===== config.mk =====
export PLATFORM = sky130hd
export DESIGN_NAME = ll_desc_engine
export DESIGN_NICKNAME = d
export VERILOG_FILES = /design/src/rtl/ll_pkg.sv /design/src/rtl/ll_fsm.sv /design/src/rtl/ll_ptr_unit.sv /design/src/rtl/ll_desc_store.sv /design/src/rtl/ll_desc_engine.sv
export SDC_FILE = /design/constraint.sdc
export NUM_CORES = 1
export LEC_CHECK = 0
export ABC_AREA = 0
export BUFFER_PORTS_ARGS = -buffer_cell sky130_fd_sc_hd__buf_2
export CORE_UTILIZATION = 63
export CTS_BUF_LIST = sky130_fd_sc_hd__clkbuf_2
export CTS_CLUSTER_SIZE = 30
export DETAILED_ROUTE_END_ITERATION = 8
export GPL_TIMING_DRIVEN = 0
export PLACE_DENSITY = 0.92
export SLEW_MARGIN = 10
export SYNTH_ARGS = -nofsm -noshare
export SYNTH_HDL_FRONTEND = slang
export SYNTH_HIERARCHICAL = 1
export SYNTH_SLANG_ARGS = --single-unit

===== constraint.sdc =====
create_clock -name clk -period 7.45 [get_ports clk]
set_clock_uncertainty 0.1 [all_clocks]
set_input_delay 1.1175 -clock clk [delete_from_list [all_inputs] [get_ports clk]]
set_output_delay 1.1175 -clock clk [all_outputs]
set_load 0.05 [all_outputs]

===== src/rtl/ll_pkg.sv =====
package ll_pkg;

    localparam int DESC_WORDS = 4;
    localparam int IDXW       = $clog2(DESC_WORDS);

    localparam logic [IDXW-1:0] W_SRC  = IDXW'(0);
    localparam logic [IDXW-1:0] W_DST  = IDXW'(1);
    localparam logic [IDXW-1:0] W_LEN  = IDXW'(2);
    localparam logic [IDXW-1:0] W_LINK = IDXW'(DESC_WORDS - 1);

    typedef enum logic [2:0] {
        ST_IDLE  = 3'd0,
        ST_FETCH = 3'd1,
        ST_RUN   = 3'd2,
        ST_NEXT  = 3'd3,
        ST_DONE  = 3'd4
    } ll_state_e;

    typedef struct packed {
        logic latch_head;
        logic capture;
        logic load_ch;
        logic advance;
    } ll_ctrl_t;

    function automatic logic is_last_word(input logic [IDXW-1:0] idx);
        return idx == W_LINK;
    endfunction

endpackage


===== src/rtl/ll_fsm.sv =====
module ll_fsm
    import ll_pkg::*;
(
    input  logic            clk,
    input  logic            rst,
    input  logic            start_i,
    input  logic            rd_ack_i,
    input  logic            rd_err_i,
    input  logic            xfer_done_i,
    input  logic            loop_hit_i,
    output ll_state_e       state_o,
    output logic [IDXW-1:0] widx_o,
    output ll_ctrl_t        ctrl_o,
    output logic            cfg_err_o
);

    ll_state_e       state_q, state_d;
    logic [IDXW-1:0] widx_q;
    logic            err_q;
    logic            good_beat;
    logic            bad_beat;

    assign good_beat = (state_q == ST_FETCH) && rd_ack_i && !rd_err_i;
    assign bad_beat  = (state_q == ST_FETCH) && rd_ack_i &&  rd_err_i;

    always_comb begin
        ctrl_o.latch_head = (state_q == ST_IDLE) && start_i;
        ctrl_o.capture    = good_beat;
        ctrl_o.load_ch    = good_beat && is_last_word(widx_q);
        ctrl_o.advance    = (state_q == ST_NEXT) && !loop_hit_i;
    end

    always_comb begin
        state_d = state_q;
        unique case (state_q)
            ST_IDLE:  if (start_i) state_d = ST_FETCH;
            ST_FETCH: begin
                if (bad_beat)
                    state_d = ST_IDLE;
                else if (good_beat && is_last_word(widx_q))
                    state_d = ST_RUN;
            end
            ST_RUN:   if (xfer_done_i) state_d = ST_NEXT;
            ST_NEXT:  state_d = loop_hit_i ? ST_DONE : ST_FETCH;
            ST_DONE:  state_d = ST_IDLE;
            default:  state_d = ST_IDLE;
        endcase
    end

    always_ff @(posedge clk) begin
        if (rst) begin
            state_q <= ST_IDLE;
        end else begin
            state_q <= state_d;
        end
    end

    always_ff @(posedge clk) begin
        if (rst) begin
            widx_q <= '0;
        end else if (ctrl_o.latch_head || ctrl_o.advance || bad_beat) begin
            widx_q <= '0;
        end else if (good_beat) begin
            widx_q <= is_last_word(widx_q) ? '0 : widx_q + IDXW'(1);
        end
    end

    always_ff @(posedge clk) begin
        if (rst) begin
            err_q <= 1'b0;
        end else if (ctrl_o.latch_head) begin
            err_q <= 1'b0;
        end else if (bad_beat) begin
            err_q <= 1'b1;
        end
    end

    assign state_o   = state_q;
    assign widx_o    = widx_q;
    assign cfg_err_o = err_q;

endmodule


===== src/rtl/ll_ptr_unit.sv =====
module ll_ptr_unit
    import ll_pkg::*;
#(
    parameter int AW = 32,
    parameter int WB = 4
) (
    input  logic            clk,
    input  logic            rst,
    input  logic            latch_i,
    input  logic            advance_i,
    input  logic [AW-1:0]   head_i,
    input  logic [AW-1:0]   link_i,
    input  logic [IDXW-1:0] widx_i,
    output logic [AW-1:0]   rd_addr_o,
    output logic            loop_hit_o
);

    localparam logic [AW-1:0] STRIDE = AW'(WB);

    logic [AW-1:0] base_q;
    logic [AW-1:0] cur_q;
    logic [AW-1:0] offset;

    always_ff @(posedge clk) begin
        if (rst) begin
            base_q <= '0;
            cur_q  <= '0;
        end else if (latch_i) begin
            base_q <= head_i;
            cur_q  <= head_i;
        end else if (advance_i) begin
            cur_q  <= link_i;
        end
    end

    assign offset     = AW'(widx_i) * STRIDE;
    assign rd_addr_o  = cur_q + offset;
    assign loop_hit_o = (link_i == base_q);

endmodule


===== src/rtl/ll_desc_store.sv =====
module ll_desc_store
    import ll_pkg::*;
#(
    parameter int WW = 32,
    parameter int AW = 32
) (
    input  logic            clk,
    input  logic            rst,
    input  logic            capture_i,
    input  logic            load_i,
    input  logic [IDXW-1:0] widx_i,
    input  logic [WW-1:0]   data_i,
    output logic [WW-1:0]   ch_src_o,
    output logic [WW-1:0]   ch_dst_o,
    output logic [WW-1:0]   ch_len_o,
    output logic [AW-1:0]   link_o
);

    logic [WW-1:0] stage_q [DESC_WORDS];
    logic [WW-1:0] src_q, dst_q, len_q;

    for (genvar g = 0; g < DESC_WORDS; g++) begin : g_stage
        always_ff @(posedge clk) begin
            if (rst) begin
                stage_q[g] <= '0;
            end else if (capture_i && (widx_i == IDXW'(g))) begin
                stage_q[g] <= data_i;
            end
        end
    end

    always_ff @(posedge clk) begin
        if (rst) begin
            src_q <= '0;
            dst_q <= '0;
            len_q <= '0;
        end else if (load_i) begin
            src_q <= stage_q[W_SRC];
            dst_q <= stage_q[W_DST];
            len_q <= stage_q[W_LEN];
        end
    end

    assign ch_src_o = src_q;
    assign ch_dst_o = dst_q;
    assign ch_len_o = len_q;
    assign link_o   = AW'(stage_q[W_LINK]);

endmodule


===== src/rtl/ll_desc_engine.sv =====
module ll_desc_engine
    import ll_pkg::*;
#(
    parameter int AW = 32,
    parameter int WW = 32
) (
    input  logic          clk,
    input  logic          rst,
    input  logic          start_i,
    input  logic [AW-1:0] head_ptr_i,
    output logic          rd_req_o,
    output logic [AW-1:0] rd_addr_o,
    input  logic [WW-1:0] rd_data_i,
    input  logic          rd_ack_i,
    input  logic          rd_err_i,
    output logic [WW-1:0] ch_src_o,
    output logic [WW-1:0] ch_dst_o,
    output logic [WW-1:0] ch_len_o,
    output logic          ch_run_o,
    input  logic          xfer_done_i,
    output logic          list_done_o,
    output logic          cfg_err_o,
    output logic          busy_o
);

    localparam int WB = WW / 8;

    ll_state_e       state;
    logic [IDXW-1:0] widx;
    ll_ctrl_t        ctrl;
    logic            loop_hit;
    logic [AW-1:0]   link;

    ll_fsm u_fsm (
        .clk         (clk),
        .rst         (rst),
        .start_i     (start_i),
        .rd_ack_i    (rd_ack_i),
        .rd_err_i    (rd_err_i),
        .xfer_done_i (xfer_done_i),
        .loop_hit_i  (loop_hit),
        .state_o     (state),
        .widx_o      (widx),
        .ctrl_o      (ctrl),
        .cfg_err_o   (cfg_err_o)
    );

    ll_ptr_unit #(.AW(AW), .WB(WB)) u_ptr (
        .clk        (clk),
        .rst        (rst),
        .latch_i    (ctrl.latch_head),
        .advance_i  (ctrl.advance),
        .head_i     (head_ptr_i),
        .link_i     (link),
        .widx_i     (widx),
        .rd_addr_o  (rd_addr_o),
        .loop_hit_o (loop_hit)
    );

    ll_desc_store #(.WW(WW), .AW(AW)) u_store (
        .clk       (clk),
        .rst       (rst),
        .capture_i (ctrl.capture),
        .load_i    (ctrl.load_ch),
        .widx_i    (widx),
        .data_i    (rd_data_i),
        .ch_src_o  (ch_src_o),
        .ch_dst_o  (ch_dst_o),
        .ch_len_o  (ch_len_o),
        .link_o    (link)
    );

    assign rd_req_o    = (state == ST_FETCH);
    assign ch_run_o    = (state == ST_RUN);
    assign list_done_o = (state == ST_DONE);
    assign busy_o      = (state != ST_IDLE);

endmodule


[Word level (Yosys, flattened, before mapping)]
Memories as Yosys holds them, arrays and structs flattened. A register that Yosys moved wholly into a read port is not among the register bits.
Index checks and enable logic that the tools add are counted.
Storage, ports and cells
  logic and storage cells: 70
  RAM bits: 128
  output and inout port bits: 133
  register bits: 70
  memories: 1
  bits in latches: 0
  bits of input ports: 70
  memory bits (read-only): 0
Operators by class
  add/sub/neg operators: 2
  muxes and demuxes: 27
  $lt $le $gt $ge: 0
  bitwise gates (word level): 4
  reduce and logical (&&, ||, !) cells: 20
  multiply operators: 0
  equality and inequality tests: 11
  divide/modulo/power cells: 0
  shift-type cells: 0
Memories
  u_store.stage_q: depth 4, width 32, read ports 4, clocked after memory_dff 3, write ports 4, line ll_desc_store.sv:19  | logic [WW-1:0] stage_q [DESC_WORDS];
Operators with widths (number)
  32-bit two-way mux: 6
  32-bit by 4-bit adder with 32-bit output: 1
  32-bit == test: 1
  3-bit two-way mux: 5
  1-bit two-way mux: 14
  3-bit one-hot mux with 4 select lines: 1
  1-bit logical AND: 9
  3-bit by 2-bit == test with 1-bit output (second input constant): 2
  2-bit == test (second input constant): 2
  1-bit bitwise OR: 4
  2-bit OR reduction: 2
  3-bit by 1-bit == test with 1-bit output (second input constant): 1
  3-bit == test (second input constant): 1
  3-bit logical NOT: 1
  3-bit by 1-bit != test with 1-bit output (second input constant): 1
  3-bit AND reduction: 1
  3-bit nonzero test: 1
  2-bit by 1-bit adder with 2-bit output (second input constant): 1
  2-bit by 1-bit == test with 1-bit output (second input constant): 1
  1-bit logical NOT: 2
  2-bit logical NOT: 1
  1-bit logical OR: 2
  2-bit two-way mux: 1
  2-bit by 1-bit != test with 1-bit output (second input constant): 1
  2 further kinds: 2

[Logic depth before layout (Yosys ltp)]
  word-level depth: 8
  gate-level depth with buffers: 11
  gate-level depth less buffers: 9

[Modules after synthesis]
Netlist, hierarchy kept.
Modules (own cells, without submodules)
  ll_desc_store: area each 8171.6 µm², times used 1, sequential area each 5765.5 µm², cells each 629
  ll_ptr_unit: area each 3484.6 µm², times used 1, sequential area each 1281.2 µm², cells each 402
  ll_fsm: area each 327.8 µm², times used 1, sequential area each 120.1 µm², cells each 34
  ll_desc_engine: area each 28.8 µm², times used 1, sequential area each 0.0 µm², cells each 4

[Worst setup path before layout]
OpenSTA, ideal clock, no wires.
  path kind: in2reg
  from: input rd_ack_i
  to: memory u_store.stage_q[3][0] (enable)
  path buffers: 3
  setup time: 428 ps
  arrival: 3512 ps
  data required time: 6922 ps
  stages: 7
  slack: 3410 ps
  cells stage by stage: and4bb_1 > and2b_1 > buf_4 > buf_2 > buf_2 > inv_2 > o21bai_1
RTL lines
  from (decl): line ll_desc_engine.sv:14  | input logic rd_ack_i,
  to (decl): line ll_desc_store.sv:19

[Worst setup path in the final report]
  from: register u_fsm.widx_q[0] (netlist: u_fsm/widx_o[0])
  to: output rd_addr_o[16]
Between the ends
  word-level cells in the longest chain between the ends: 1
RTL lines
  from (decl): line ll_fsm.sv:18  | logic [IDXW-1:0] widx_q;
  from (signal assigned): line ll_fsm.sv:64  | widx_q <= is_last_word(widx_q) ? '0 : widx_q + IDXW'(1);
  32-bit by 4-bit adder with 32-bit output: line ll_ptr_unit.sv:37  | assign rd_addr_o = cur_q + offset;
  to (decl): line ll_desc_engine.sv:12  | output logic [AW-1:0] rd_addr_o,
No other way between the ends.

==> impl_metrics.csv <==
group,metric,value,unit
grt,antenna_found_initial,5,
sta,setup_viol,0,
floorplan,dieArea,0.0196,sq mm
sta,fin_setup_tns,0,ns
synthesis,synth_edf_count,128,
synthesis,synth_cell_types,44,
worst_setup_path,crit_required,6.23,ns
grt,gr-usage-met1,38.3,%
cts,tritoncts,"built",
flow_run,max-cap-violations,0,
worst_setup_path,path_class,"register to output pin",
worst_setup_path,cp-start-kind,"register",
routing,firstDrtPassIters,5,
sta,worstMarginPinSlew,0.860,ns
floorplan,die_y,140,um
synthesis,synth.top_cell.area_share,32.0,%
cts,cts_setup_buffers,0,
routing,ant_nets,0,
cts,cts.path.max_buffers,3,
sta,period_share,59.7,%
routing,wl_per_cell,18.2,um
floorplan,initial_core_util,64.2,%
cts,numCtsBuffers,71,
synthesis,netlist_instances,1069,
worst_setup_path,reg2reg_slack,4.56,ns
synthesis,syn_nets,1143,
grt,grt_pass1_vias,8837,
synthesis,postSynthAreaPerCell,11.2,sq um
worst_hold_path,whs_path_depth,2,
sta,hold_viol,0,
finish,syn_to_final_growth,17.3,%
sta,fin_ws,3.00,ns
finish,drive_gt1_share,27.2,%
synthesis,ys_seq_area_share,59.7,%
power,leakagePower,5.91,nW
synthesis,async_reset_ff_share,0,%
synthesis,synth_area,0.0120,sq mm
cts,hold_buffers,0,
worst_hold_path,worstHoldEndpoint,"u_store/ch_dst_o[8]",
sta,final.min_clock_period,4.45,ns
finish,final_nets,1421,
placed_design,hpwl,21.4,mm
worst_hold_path,hold_start,"u_store/stage_q[1][8]",
floorplan,core_area,0.0187,sq mm
synthesis,ys.flop_type,"dfxtp_1",
grt,met2_usage,50.9,%
synthesis,yosysWarnings,6,
cts,cts.clk_slew.worst_paths,0.11,ns
floorplan,io_pins,203,
cts,insertion_delay,0.81,ns
sta,slew_headroom,42.5,%
cts,clock_sinks,294,
run_status,run_status,"finished clean",
power,p_per_area,215,mW/mm^2
synthesis,synth_top_cells_by_area,"edfxtp_1, dfxtp_1, mux2i_1",
worst_setup_path,cp-end-kind,"output pin",
placed_design,io_buffer_count,202,
synthesis,synth_top_area_cell,"edfxtp_1",
worst_hold_path,hold_path_class,"register to register",
worst_setup_path,worstPathArrival,3.23,ns
grt,grt_use_total,30.6,%
floorplan,rows,50,
routing,initialDrtViolationCount,750,
worst_setup_path,r2r-start,"u_store/stage_q[3][23]",
grt,grt_max_degree,33,
worst_setup_path,crit_fanout,10,
sta,slew_viol_final,0,
finish,num-fill-cells,1228,
cts,post_cts_resized,0,
grt,grt_overflow,0,
grt,gr-max-usage-layer,"met2",
grt,gr-usage-met3,6.56,%
power,max-vdd-ir-drop,142,uV
floorplan,die_w,140,um
grt,grt_pass1_wl,45.6,mm
cts,cts-root-buf,"clkbuf_2",
worst_setup_path,r2r_cells,11,
routing,routed_wl,30.0,mm
routing,drc,0,
routing,num_vias,9141,
routing,via_per_inst,5.57,
cts,htreeDepth,3,
sta,rsz0062_at_grt,"no",
placed_design,place_ws,3.75,ns
worst_setup_path,reg2reg_to,"u_ptr/cur_q[22]",
synthesis,ys_ff_latch,294,
sta,fmax,225,MHz
placed_design,gp_congestion,0.909,
-- worst max-delay path by stage --
stage                     slack, ns  depth (start not counted)               endpoint            start
after floorplan                3.41                          7  u_store/stage_q[3][0]         rd_ack_i
after global placement         2.29                          8  u_store/stage_q[0][8]         rd_ack_i
after detailed placement       3.75                          8          rd_addr_o[16]  u_fsm/widx_o[0]
after CTS                      2.90                          8          rd_addr_o[16]  u_fsm/widx_o[0]
after global routing           2.79                          8          rd_addr_o[16]  u_fsm/widx_o[0]
final                          3.00                          8          rd_addr_o[16]  u_fsm/widx_o[0]
-- logic make-up (layout without fill, tap and decap cells) --
group	after synthesis	count (layout)	share of synthesized area, %
compound gates	43	43	1.93
xor+xnor	60	60	4.37
fa+ha+maj	4	4	0.479
buf+inv	75	409	3.82
flops	294	294	59.7
mux	162	162	13.5
other cells	0	5	0
simple gates	431	431	16.2
-- synth_stat cells (3+ instances only) --
master,count
nor3b_1,4
nand4_1,10
and4_1,4
nand4b_1,3
buf_4,11
dfxtp_1,166
edfxtp_1,128
xnor2_1,22
o21bai_1,4
and3_1,5
nor2_1,323
buf_2,24
mux2i_1,161
ha_1,3
clkbuf_1,27
nand3b_1,33
nand2_1,9
nor3_1,5
a21oi_1,35
nand3_1,10
buf_6,4
nand2b_1,3
xor2_1,38
nor4_1,8
buf_12,4
-- per-layer routing --
layer	part of all wire [%]	routed length (um)
met2	48	14500
met1	40	12000
met3	8.1	2420
met4	3.5	1060
met5	0	0
-- flip-flops by register name (all words and copies together) (netlist names) --
| register | count |
|---|---|
| u_ptr/cur_q | 32 |
| u_store/ch_dst_o | 32 |
| u_fsm/state_o | 3 |
| u_store/ch_len_o | 32 |
| u_fsm/cfg_err_o | 1 |
| u_store/stage_q | 128 |
| u_store/ch_src_o | 32 |
| u_fsm/widx_o | 2 |
| u_ptr/base_q | 32 |
-- cells in the final DEF (no fill, tap or decap), types with 8 or more instances in the layout --
cell type    n
nor2_1     323
buf_2      226
dfxtp_1    166
mux2i_1    161
edfxtp_1   128
clkbuf_2   119
xor2_1      38
a21oi_1     35
nand3b_1    33
clkbuf_1    27
xnor2_1     22
buf_4       11
nand3_1     10
nand4_1     10
nand2_1      9
nor4_1       8
-- power by group --
group          total (W)  switching (W)  internal, W
clock network    0.00103       0.000620     0.000414
registers        0.00176      0.0000356      0.00173
logic           0.000228       0.000149    0.0000788
total            0.00302       0.000805      0.00222
-- critical path: stages, from the launching register on --
cell and delay, ns:
dfxtp_1 0.61, ha_1 0.26, fa_1 0.23, and4_1 0.21, buf_4 0.17, nor3b_1 0.39
nand4_1 0.17, xnor2_1 0.16, buf_2 0.28
-- layout make-up --
| type | instances | area (sq um) | share of cell area [%] |
|---|---|---|---|
| Antenna cell | 5 | 12.5 | 0.0888 |
| Multi-Input combinational cell | 700 | 4430 | 31.5 |
| Tap cell | 234 | 293 | 2.08 |
| Sequential cell | 294 | 7170 | 50.9 |
| Timing Repair Buffer | 205 | 1090 | 7.76 |
| Inverter | 2 | 7.51 | 0.0533 |
| Clock buffer | 119 | 596 | 4.23 |
| Buffer | 73 | 452 | 3.21 |
| Clock inverter | 10 | 38.8 | 0.275 |
-- per-stage QoR --
step	instance area [sq um]	hold slack [ns]	total power [W]	utilization [%]	std cells
floorplan	12000	0.356	0.00194	-	1069
global placement	13300	0.360	0.00201	71.2	1505
detailed placement	13400	0.374	0.00202	71.9	1508
CTS	14100	0.375	0.00304	75.3	1637
global route	14100	0.407	0.00314	75.3	1641
finish	14100	0.378	0.00302	75.3	1642
(Power assumes the default switching activity.)
